[src/rtl/bmc_pkg.sv]
package bmc_pkg;

  // Control-register region, chosen by CPU address bits [14:13] below 0x8000
  typedef enum logic [1:0] {
    SEL_RAMEN  = 2'd0,
    SEL_LOBANK = 2'd1,
    SEL_SHARED = 2'd2,
    SEL_MODE   = 2'd3
  } reg_sel_e;

  localparam int LO_W    = 5;
  localparam int HI_W    = 2;
  localparam int BANK_W  = LO_W + HI_W;
  localparam int WIN_W   = 14;   // 16 KiB ROM window
  localparam int RWIN_W  = 13;   // 8 KiB RAM window

  localparam logic [7:0] KEY_ON  = 8'h0A;
  localparam logic [7:0] KEY_OFF = 8'h00;

  function automatic logic [15:0] ram_bytes(input logic [7:0] code);
    case (code)
      8'd0:    ram_bytes = 16'h0000;
      8'd1:    ram_bytes = 16'h0800;
      8'd3:    ram_bytes = 16'h8000;
      default: ram_bytes = 16'h2000;
    endcase
  endfunction

endpackage

[src/rtl/bmc_regs.sv]
module bmc_regs
  import bmc_pkg::*;
(
  input  logic              clk,
  input  logic              rst_n,
  input  logic              wr,
  input  logic [2:0]        region,
  input  logic [7:0]        wdata,
  output logic              ram_en,
  output logic [LO_W-1:0]   lo_bank,
  output logic [HI_W-1:0]   hi_bank,
  output logic [HI_W-1:0]   ram_bank,
  output logic              mode
);

  logic     reg_hit;
  reg_sel_e sel;

  assign reg_hit = wr && !region[2];
  assign sel     = reg_sel_e'(region[1:0]);

  always_ff @(posedge clk) begin
    if (!rst_n) begin
      ram_en   <= 1'b0;
      lo_bank  <= LO_W'(1);
      hi_bank  <= '0;
      ram_bank <= '0;
      mode     <= 1'b0;
    end else if (reg_hit) begin
      case (sel)
        SEL_RAMEN: begin
          if (wdata == KEY_ON)       ram_en <= 1'b1;
          else if (wdata == KEY_OFF) ram_en <= 1'b0;
        end
        SEL_LOBANK: begin
          if (wdata[LO_W-1:0] == '0) lo_bank <= LO_W'(1);
          else                       lo_bank <= wdata[LO_W-1:0];
        end
        SEL_SHARED: begin
          if (mode) ram_bank <= wdata[HI_W-1:0];
          else      hi_bank  <= wdata[HI_W-1:0];
        end
        default: begin
          mode <= wdata[0];
          if (wdata[0]) hi_bank  <= '0;
          else          ram_bank <= '0;
        end
      endcase
    end
  end


  ram_on_chk: assert property (@(posedge clk) disable iff (!rst_n)
    (wr && region == 3'd0 && wdata == KEY_ON) |=> ram_en);


  ram_keep_chk: assert property (@(posedge clk) disable iff (!rst_n)
    (wr && region == 3'd0 && wdata != KEY_ON && wdata != KEY_OFF) |=> $stable(ram_en));


  lo_zero_chk: assert property (@(posedge clk) disable iff (!rst_n)
    (wr && region == 3'd1 && wdata[LO_W-1:0] == '0) |=> lo_bank == LO_W'(1));


  shared_ram_chk: assert property (@(posedge clk) disable iff (!rst_n)
    (wr && region == 3'd2 && mode) |=> ($stable(hi_bank) && ram_bank == $past(wdata[HI_W-1:0])));


  mode_one_chk: assert property (@(posedge clk) disable iff (!rst_n)
    (wr && region == 3'd3 && wdata[0]) |=> (mode && hi_bank == '0));


  mode_zero_chk: assert property (@(posedge clk) disable iff (!rst_n)
    (wr && region == 3'd3 && !wdata[0]) |=> (!mode && ram_bank == '0));


  high_wr_chk: assert property (@(posedge clk) disable iff (!rst_n)
    (wr && region[2]) |=> ($stable(lo_bank) && $stable(hi_bank) && $stable(ram_en) && $stable(mode)));

endmodule

[src/rtl/bmc_bank_map.sv]
module bmc_bank_map
  import bmc_pkg::*;
#(
  parameter int ROM_BANKS = 64
) (
  input  logic              clk,
  input  logic              rst_n,
  input  logic [BANK_W-1:0] raw,
  output logic [BANK_W-1:0] eff
);

  localparam logic [BANK_W-1:0] MASK = BANK_W'(ROM_BANKS - 1);

  logic              over;
  logic [BANK_W-1:0] folded;

  assign over = int'(raw) >= ROM_BANKS;

  always_comb begin
    folded = over ? (raw & MASK) : raw;
    eff    = (folded == '0) ? BANK_W'(1) : folded;
  end


  eff_range_chk: assert property (@(posedge clk) disable iff (!rst_n)
    (eff != '0) && (int'(eff) < ROM_BANKS));


  eff_pass_chk: assert property (@(posedge clk) disable iff (!rst_n)
    (int'(raw) < ROM_BANKS && raw != '0) |-> eff == raw);

endmodule

[src/rtl/bmc_addr_map.sv]
module bmc_addr_map
  import bmc_pkg::*;
#(
  parameter int IDX_W = 6
) (
  input  logic                   clk,
  input  logic                   rst_n,
  input  logic [15:0]            addr,
  input  logic                   wr,
  input  logic [IDX_W-1:0]       bank_idx,
  input  logic [HI_W-1:0]        ram_bank,
  input  logic                   ram_en,
  input  logic [7:0]             rom_rdata,
  input  logic [7:0]             ram_rdata,
  output logic [IDX_W+WIN_W-1:0] rom_addr,
  output logic [HI_W+RWIN_W-1:0] ram_addr,
  output logic                   ram_we,
  output logic [7:0]             cpu_rdata
);

  logic in_ram;

  assign in_ram   = (addr[15:13] == 3'b101);
  assign rom_addr = addr[14] ? {bank_idx, addr[WIN_W-1:0]}
                             : {{IDX_W{1'b0}}, addr[WIN_W-1:0]};
  assign ram_addr = {ram_bank, addr[RWIN_W-1:0]};
  assign ram_we   = wr && in_ram && ram_en;

  always_comb begin
    if (!addr[15])   cpu_rdata = rom_rdata;
    else if (in_ram) cpu_rdata = ram_en ? ram_rdata : 8'hFF;
    else             cpu_rdata = 8'hFF;
  end


  ram_closed_chk: assert property (@(posedge clk) disable iff (!rst_n)
    (in_ram && !ram_en) |-> cpu_rdata == 8'hFF);


  ram_we_chk: assert property (@(posedge clk) disable iff (!rst_n)
    ram_we |-> (ram_en && wr));


  fixed_win_chk: assert property (@(posedge clk) disable iff (!rst_n)
    (addr[15:14] == 2'b00) |-> rom_addr[IDX_W+WIN_W-1:WIN_W] == '0);

endmodule

[src/rtl/bank_mode_ctrl.sv]
module bank_mode_ctrl
  import bmc_pkg::*;
#(
  parameter int ROM_BANKS = 64,
  localparam int IDX_W    = $clog2(ROM_BANKS),
  localparam int ROM_AW   = IDX_W + WIN_W
) (
  input  logic              clk,
  input  logic              rst_n,
  input  logic [15:0]       cpu_addr,
  input  logic [7:0]        cpu_wdata,
  input  logic              cpu_wr,
  input  logic [7:0]        rom_rdata,
  input  logic [7:0]        ram_rdata,
  input  logic [7:0]        hdr_ram_code,
  output logic              ram_en,
  output logic              mode,
  output logic [BANK_W-1:0] rom_bank,
  output logic [HI_W-1:0]   ram_bank,
  output logic [ROM_AW-1:0] rom_addr,
  output logic [14:0]       ram_addr,
  output logic              ram_we,
  output logic [7:0]        cpu_rdata,
  output logic [15:0]       ram_size
);

  logic [LO_W-1:0] lo_bank;
  logic [HI_W-1:0] hi_bank;

  bmc_regs u_regs (
    .clk      (clk),
    .rst_n    (rst_n),
    .wr       (cpu_wr),
    .region   (cpu_addr[15:13]),
    .wdata    (cpu_wdata),
    .ram_en   (ram_en),
    .lo_bank  (lo_bank),
    .hi_bank  (hi_bank),
    .ram_bank (ram_bank),
    .mode     (mode)
  );

  bmc_bank_map #(.ROM_BANKS(ROM_BANKS)) u_map (
    .clk   (clk),
    .rst_n (rst_n),
    .raw   ({hi_bank, lo_bank}),
    .eff   (rom_bank)
  );

  bmc_addr_map #(.IDX_W(IDX_W)) u_addr (
    .clk       (clk),
    .rst_n     (rst_n),
    .addr      (cpu_addr),
    .wr        (cpu_wr),
    .bank_idx  (rom_bank[IDX_W-1:0]),
    .ram_bank  (ram_bank),
    .ram_en    (ram_en),
    .rom_rdata (rom_rdata),
    .ram_rdata (ram_rdata),
    .rom_addr  (rom_addr),
    .ram_addr  (ram_addr),
    .ram_we    (ram_we),
    .cpu_rdata (cpu_rdata)
  );

  assign ram_size = ram_bytes(hdr_ram_code);


  reset_state_chk: assert property (@(posedge clk)
    !rst_n |=> (!ram_en && !mode && rom_bank == BANK_W'(1) && ram_bank == '0));

endmodule

[config.mk]
export PLATFORM = sky130hd
export DESIGN_NAME = bank_mode_ctrl
export DESIGN_NICKNAME = d
export VERILOG_FILES = /design/src/rtl/bmc_pkg.sv /design/src/rtl/bmc_regs.sv /design/src/rtl/bmc_bank_map.sv /design/src/rtl/bmc_addr_map.sv /design/src/rtl/bank_mode_ctrl.sv
export SDC_FILE = /design/constraint.sdc
export NUM_CORES = 1
export LEC_CHECK = 0
export BUFFER_PORTS_ARGS = -buffer_cell sky130_fd_sc_hd__buf_2
export CAP_MARGIN = 20
export CORE_MARGIN = 5
export CORE_UTILIZATION = 33
export CTS_BUF_LIST = sky130_fd_sc_hd__clkbuf_8
export CTS_CLUSTER_SIZE = 20
export DETAILED_ROUTE_END_ITERATION = 8
export PLACE_DENSITY_LB_ADDON = 0.1
export SLEW_MARGIN = 10
export SYNTH_ARGS = -nofsm -noshare
export SYNTH_HDL_FRONTEND = slang
export SYNTH_HIERARCHICAL = 1
export SYNTH_SLANG_ARGS = --single-unit
[constraint.sdc]
create_clock -name clk -period 1.1 [get_ports clk]
set_input_delay 0.055 -clock clk [delete_from_list [all_inputs] [get_ports clk]]
set_output_delay 0.055 -clock clk [all_outputs]
set_load 0.01 [all_outputs]
==> results.yml, run 1 <==
detailed_routing:
  drt_pass1_iterations: 4
  via_count: 1050
  via_per_inst: 4.47
  wl_per_cell_um: 13.3
  drt_iter0_markers: 40
  drc: 0
  ant_nets: 0
  wl_um: 3120
placement:
  gp_congestion: 0.790
  pre_cts_ws_ps: -178
  place_hpwl_um: 2570
  portBuffers: 68
  dp.cells: 230
  dpl_cell_area_um2: 1230
setup_path:
  cp_slowest_cell: "or4_4"
  critical_path_required_ps: 1040
  crit_fanout: 2
  cp_slowest_stage_delay_ps: 540
  r2r_setup_slack_ps: 130
  arrival_ps: 1470
  cp-end-kind: "output port"
  rr_worst_depth: 3
  path_cells: "or4_4 -> o21bai_4 -> and2_2 -> buf_6"
  worst-setup-path-type: "reg2out"
  cp-start-kind: "flip-flop"
timing:
  maxSlewViolCount: 0
  period_needed_ps: 1530
  whs_ps: 90.9
  setup_viol: 11
  fmax_mhz: 655
  hold_violations: 0
  finClkSkew_ps: 0.0537
  layout_setup_ws_ps: -426
  post-route-period-util: 1.39
  rsz0062_at_grt: "yes"
job:
  maxCapViolations: 0
finish:
  syn2layout_area_growth_pct: 17.4
  n_antenna_cell: 0
  fin_nets: 242
  final_cell_mix: "buf_2, nor2_1, conb_1"
  final_common_cell: "buf_2"
  postLayoutCellArea_um2: 1320
  drive_gt1_frac: 0.519
  instances_no_fill: 235
pwr:
  power.leakage_nw: 0.707
  ir_drop_mv: 0.740
  powerDensity_nw_per_um2: 762
global_route:
  grt_pass1_wl_um: 4620
  antenna_found_initial: 0
  grt_use_total: 0.131
  grt_max_degree: 18
  grt-ovfl-total: 0
  grt_pass1_vias: 972
synthesis:
  synth_cells: 149
  syn_area_per_cell_um2: 7.52
  netlist_area_um2: 1120
  yosysWarnings: 6
clock_network:
  htreeDepth: 1
  clock_sinks: 10
  cts_tree: "built"
  hold_buffers: 0
  cts_buffers: 3
  cts_buffer_depth: 2
  cts.reportedPaths.clkPinSlew_ps: 50
  root_buffer: "clkbuf_8"
  clk_latency_ps: 230
die:
  fp.coreArea_um2: 3310
  die_h_um: 68.3
  die_w_um: 68.3
  rows: 21
  io_pins: 122
  die-area_um2: 4660
  start_util: 0.338
status:
  violations: "negative setup slack"
  status: "finished with violations"
worst_hold_path:
  hold_class: "in2reg"
  min_delay_path_depth: 2
through the flow:
| stage | util | setup TNS (ps) | total power, mW |
|---|---|---|---|
| floorplan | - | -209 | 0.640 |
| global placement | 0.373 | -215 | 0.629 |
| detailed placement | 0.373 | -240 | 0.634 |
| CTS | 0.390 | -1390 | 1.02 |
| global route | 0.397 | -1890 | 1.07 |
| finish | 0.397 | -1310 | 1.00 |
critical path: cells and delay by family, from the launching register on:
family / cells / cell delay (ps)
AOI/OAI and AO/OA: 1 / 130
buffers and inverters: 1 / 100
DFF: 1 / 320
and+or+nand+nor: 2 / 700
final timing paths:
check,startpoint,end
worst max-delay path,u_regs/lo_bank[1]$_SDFFE_PN0P_,rom_addr[14]
worst min-delay path,rst_n,u_regs/lo_bank[0]$_SDFFE_PN1P_
worst max register to register,u_regs/mode$_SDFFE_PN0P_,u_regs/hi_bank[0]$_SDFFE_PN0P_
worst min register to register,u_regs/ram_bank[0]$_SDFFE_PN0P_,u_regs/ram_bank[0]$_SDFFE_PN0P_
state kept, by name (all words and copies together), names as in the netlist:
register	cells
u_regs/lo_bank	5
u_regs/mode	1
u_regs/hi_bank	1
u_regs/ram_en	1
u_regs/ram_bank	2
metal layers:
layer | routed length, µm | GRT usage
met1 | 1330 | 0.167
met2 | 1400 | 0.208
met3 | 366 | 0.0411
met4 | 28 | 0.0422
met5 | 0 | 0
where the power goes:
group          total, mW  switching, mW  internal, mW
Clock              0.366          0.128         0.238
Sequential         0.373        0.00390         0.369
Combinational      0.263          0.145         0.118
area by class of cell:
| class | instances | area (µm²) |
|---|---|---|
| clock buffers | 3 | 41.3 |
| fillers | 349 | 2000 |
| inverters | 11 | 41.3 |
| multi-input cells | 88 | 558 |
| flip-flops and latches | 10 | 203 |
| well taps | 46 | 57.6 |
| repair buffers | 77 | 414 |
timing repair:
item / 4_1_cts / 5_1_grt
resized for setup: 4 / 3
buffers inserted: 0 / 1
pin swaps: 5 / 3
gates cloned: 1 / 0
endpoints found under the setup margin: 11 / 11
Note: power is estimated with default switching activity, not from simulation.
==> run 2, diff against run 1 <==
--- a/config.mk
+++ b/config.mk
@@ -8,7 +8,7 @@
 export BUFFER_PORTS_ARGS = -buffer_cell sky130_fd_sc_hd__buf_2
 export CAP_MARGIN = 20
 export CORE_MARGIN = 5
-export CORE_UTILIZATION = 33
+export CORE_UTILIZATION = 36
 export CTS_BUF_LIST = sky130_fd_sc_hd__clkbuf_8
 export CTS_CLUSTER_SIZE = 20
 export DETAILED_ROUTE_END_ITERATION = 8
==> constraint.sdc (replaced) <==
create_clock -name clk -period 1.75 [get_ports clk]
set_input_delay 0.0875 -clock clk [delete_from_list [all_inputs] [get_ports clk]]
set_output_delay 0.0875 -clock clk [all_outputs]
set_load 0.01 [all_outputs]
==> run 2 against run 1 <==
The run now ends clean. Register-to-register slack improved by 640 ps. Sequential share of layout area increased by 1.1 points. Non-clock buffer count decreased by 9. Worst hold slack improved by 37 ps. Combinational power decreased by 43%. Global-route usage increased by 0.42 points. Final cell count decreased by 5.1%. Clock power decreased by 36%. Via count decreased by 0.95%. Highest routed layer unchanged.
==> results.yml, run 2 (synthesized netlist as in run 1, its figures left out) <==
finish:
  syn2layout_area_growth_pct: 8.04
  regMostFlops: "u_regs/lo_bank"
  top_regs: "u_regs/lo_bank: 5 flops, u_regs/ram_bank: 2 flops"
  largest_reg_flops: 5
  nFillCells: 340
  multi_input_area_um2: 532
  seq_area_um2: 200
  fin_nets: 232
  drive_gt1_frac: 0.464
  final_common_cell: "buf_2"
  final_cell_mix: "buf_2, nor2_1, conb_1"
  n_antenna_cell: 0
setup_path:
  crit_fanout: 4
  critical_path_required_ps: 1660
  cp-end-kind: "output port"
  cp_slowest_cell: "or4_1"
  path_cells: "or4_1 -> o21bai_1 -> and2_2 -> buf_2"
  arrival_ps: 1550
  cp-start-kind: "flip-flop"
  worst-setup-path-type: "reg2out"
  cp_slowest_stage_delay_ps: 540
detailed_routing:
  wl_per_cell_um: 13.0
  wl_um: 2890
  via_per_inst: 4.66
  drt_iter0_markers: 24
  drc: 0
  drt_pass1_iterations: 4
  ant_nets: 0
  via_count: 1040
timing:
  post-route-period-util: 0.937
  setup_viol: 0
  fmax_mhz: 610
  finClkSkew_ps: 0.299
  whs_ps: 128
  period_needed_ps: 1640
  rsz0062_at_grt: "no"
  maxSlewViolCount: 0
  hold_violations: 0
  setup_tns_ps: 0
job:
  maxCapViolations: 0
clock_network:
  cts.reportedPaths.clkPinSlew_ps: 50
  hold_buffers: 0
  ctsResizeCount: 0
  cts_buffers: 3
  root_buffer: "clkbuf_8"
  cts_tree: "built"
  cts_buffer_depth: 2
  clk_latency_ps: 230
  clock_sinks: 10
  htreeDepth: 1
  post_cts_buffers: 0
placement:
  place_hpwl_um: 2350
  gp_congestion: 0.710
  portBuffers: 68
global_route:
  use_met1: 0.150
  grt_max_degree: 22
  grt_pass1_vias: 1027
  grt-busiest-layer: "met2"
  grt-ovfl-total: 0
  met3_usage: 0.0510
  grt_pass1_wl_um: 4590
  antenna_found_initial: 0
  grt_use_total: 0.135
  met2_usage: 0.220
die:
  io_pins: 122
  die_w_um: 65.8
  fp.coreArea_um2: 3030
  start_util: 0.370
  rows: 20
  die-area_um2: 4330
  die_h_um: 65.8
pwr:
  ir_drop_mv: 0.247
  switchingPower_uw: 171
  cellInternalPower_uw: 446
  combPwrFrac: 0.242
  powerDensity_nw_per_um2: 509
  power_frac_seq: 0.381
  power.leakage_nw: 0.658
  p_clk_frac: 0.377
  swShare: 0.277
worst_hold_path:
  hold_class: "in2reg"
status:
  status: "complete, no violations"
==> run 2: per-stage QoR <==
step | util | instance area, µm² | setup slack (ps) | power [mW] | cells
after floorplan | - | 1160 | 411 | 0.402 | 161
after global placement | 0.386 | 1170 | 419 | 0.386 | 220
after detailed placement | 0.386 | 1170 | 361 | 0.388 | 220
after CTS | 0.400 | 1210 | 95.1 | 0.626 | 223
after global routing | 0.400 | 1210 | 12.6 | 0.657 | 223
final | 0.400 | 1210 | 111 | 0.616 | 223
==> run 2: power groups by stage <==
stage | registers [mW] | logic, mW | clock network, mW
after floorplan | 0.238 | 0.164 | 0
after global placement | 0.239 | 0.147 | 0
after detailed placement | 0.239 | 0.149 | 0
after CTS | 0.235 | 0.150 | 0.242
after global routing | 0.235 | 0.166 | 0.256
final | 0.235 | 0.149 | 0.233
==> run 2: worst paths after layout <==
path / cells after the start / slack [ps] / from / end
worst max-delay path: 4 / 110 / u_regs/lo_bank[1]$_SDFFE_PN0P_ / rom_addr[14]
worst min-delay path: 2 / 130 / rst_n / u_regs/lo_bank[0]$_SDFFE_PN1P_
worst max register to register: 3 / 770 / u_regs/mode$_SDFFE_PN0P_ / u_regs/hi_bank[0]$_SDFFE_PN0P_
worst min register to register: 2 / 480 / u_regs/ram_en$_SDFFE_PN0P_ / u_regs/ram_en$_SDFFE_PN0P_
==> run 2: area by class of cell <==
cell class	instances	share of cell area
inverter	11	0.0341
sequential	10	0.165
multi-input combinational	87	0.440
timing repair buffer	68	0.281
clock buffer	3	0.0341
tap	44	0.0455
==> run 2: metal layers <==
layer / wire [µm] / up-vias
met5: 0 / -
met4: 64 / 0
met3: 408 / 13
met2: 1240 / 63
met1: 1170 / 461
li1: - / 503
==> run 2: worst max-delay path, delay by kind of cell (launching register included) <==
family	cells	cell delay [ps]
simple gates	2	700
flops	1	330
compound gates	1	180
buf+inv	1	120
==> run 3, diff against run 2 <==
--- a/config.mk
+++ b/config.mk
@@ -5,10 +5,10 @@
 export SDC_FILE = /design/constraint.sdc
 export NUM_CORES = 1
 export LEC_CHECK = 0
-export BUFFER_PORTS_ARGS = -buffer_cell sky130_fd_sc_hd__buf_2
+export BUFFER_PORTS_ARGS = -buffer_cell sky130_fd_sc_hd__buf_4
 export CAP_MARGIN = 20
 export CORE_MARGIN = 5
-export CORE_UTILIZATION = 36
+export CORE_UTILIZATION = 25
 export CTS_BUF_LIST = sky130_fd_sc_hd__clkbuf_8
 export CTS_CLUSTER_SIZE = 20
 export DETAILED_ROUTE_END_ITERATION = 8
==> run 3 against run 2 <==
Global-route usage decreased by 2.7 points. Setup slack worse by 22 ps. Sequential power about the same. Cell area up 16%. Final cell count is 4.0% higher. Worst hold slack got worse by 65 ps. First-iteration DRC count is 25% lower. Non-clock buffer count did not move. Sequential cell count unchanged. Register-to-register slack about the same. Clock power up 27%. Critical path type unchanged. Largest power group is now the clock network. Highest routed layer unchanged.
==> results.yml, run 3 (synthesized netlist as in run 1, its figures left out) <==
pwr:
  power.leakage_nw: 0.712
  powerDensity_nw_per_um2: 510
  ir_drop_mv: 0.293
setup_path:
  cp_slowest_cell: "or4_1"
  critical_path_required_ps: 1660
  cp-end-kind: "output port"
  crit_fanout: 4
  cp_slowest_stage_delay_ps: 540
  path_cells: "or4_1 -> o21bai_1 -> and2_2 -> buf_4"
  worst_r2r_startpoint: "u_regs/mode$_SDFFE_PN0P_"
  cp-start-kind: "flip-flop"
  worst-setup-path-type: "reg2out"
  startpoint: "u_regs/lo_bank[1]$_SDFFE_PN0P_"
  arrival_ps: 1570
die:
  die_h_um: 76.9
  rows: 24
  die_w_um: 76.9
  fp.coreArea_um2: 4350
  die-area_um2: 5920
  start_util: 0.257
  io_pins: 122
clock_network:
  ctsResizeCount: 0
  clk_latency_ps: 240
  cts_buffers: 3
  hold_buffers: 0
  htreeDepth: 1
  cts.reportedPaths.clkPinSlew_ps: 50
  clock_sinks: 10
  cts_buffer_depth: 2
  post_cts_buffers: 0
  root_buffer: "clkbuf_8"
  cts_tree: "built"
finish:
  final_util: 0.322
  fin_nets: 232
  syn2layout_area_growth_pct: 25.4
  final_cell_mix: "buf_4, nor2_1, conb_1"
  largest_reg_flops: 5
  regMostFlops: "u_regs/lo_bank"
  final_common_cell: "buf_4"
  drive_gt1_frac: 0.467
  top_regs: "u_regs/lo_bank: 5 flops, u_regs/ram_bank: 2 flops"
  n_antenna_cell: 0
  postLayoutCellArea_um2: 1400
timing:
  period_needed_ps: 1660
  maxSlewViolCount: 0
  setup_viol: 0
  setup_tns_ps: 0
  fmax_mhz: 602
  hold_violations: 0
  rsz0062_at_grt: "no"
  post-route-period-util: 0.949
  finClkSkew_ps: 0.0776
status:
  status: "complete, no violations"
placement:
  place_hpwl_um: 2830
  dpl_cell_area_um2: 1350
  portBuffers: 68
  gp_congestion: 0.775
global_route:
  grt_use_total: 0.109
  antenna_found_initial: 0
  grt-ovfl-total: 0
  grt_pass1_wl_um: 5360
  grt_pass1_vias: 1028
  grt_max_degree: 22
detailed_routing:
  wl_um: 3360
  via_count: 1014
  drt_iter0_markers: 18
  drc: 0
  drt_pass1_iterations: 4
  via_per_inst: 4.37
  wl_per_cell_um: 14.5
  ant_nets: 0
job:
  maxCapViolations: 0
worst_hold_path:
  hold_start: "rst_n"
  hold_class: "in2reg"
==> run 3: cell count changes in the layout (fill, tap and decap cells not counted), sizes merged <==
cell | before | now
clkbuf | 3 | 4
==> run 3: routing by layer <==
metal	track usage	vias up	wire length, µm
met5	0	-	0
met4	0.0192	0	25
met3	0.0410	4	396
met2	0.178	68	1500
met1	0.136	441	1440
li1	-	501	-
==> run 3: worst paths after layout <==
kind,end,slack [ps],cells past startpoint
worst min-delay path,u_regs/lo_bank[0]$_SDFFE_PN1P_,60,2
worst min register to register,u_regs/ram_en$_SDFFE_PN0P_,490,2
worst max-delay path,rom_addr[14],90,4
worst max register to register,u_regs/ram_bank[1]$_SDFFE_PN0P_,780,3
==> run 3: layout make-up <==
class / count / area, µm²
clock buffers: 4 / 55.1
fillers: 490 / 2950
inverters: 11 / 41.3
multi-input cells: 87 / 532
flip-flops and latches: 10 / 200
well taps: 52 / 65.1
repair buffers: 68 / 510
==> run 3: where the power goes <==
part,internal [mW],leakage [nW],switching (mW)
clock,0.198,0.0288,0.0986
combinational,0.0957,0.602,0.0881
sequential,0.231,0.0808,0.00307
==> run 3: worst max-delay path: cells and delay by family, from the launching register on <==
kind | cells | cell delay [ps]
buffers and inverters | 1 | 110
AND/OR/NAND/NOR | 2 | 710
flip-flops | 1 | 330
AO/OA/AOI/OAI | 1 | 190
==> run 3: metrics by stage <==
step	setup WS [ps]	std cells	hold WS, ps	total power, mW
after global routing	46.5	232	67.2	0.758
after floorplan	411	161	195	0.402
final	89.0	232	62.9	0.715
after CTS	74.9	232	64.2	0.727
after global placement	377	228	175	0.422
after detailed placement	352	228	175	0.424
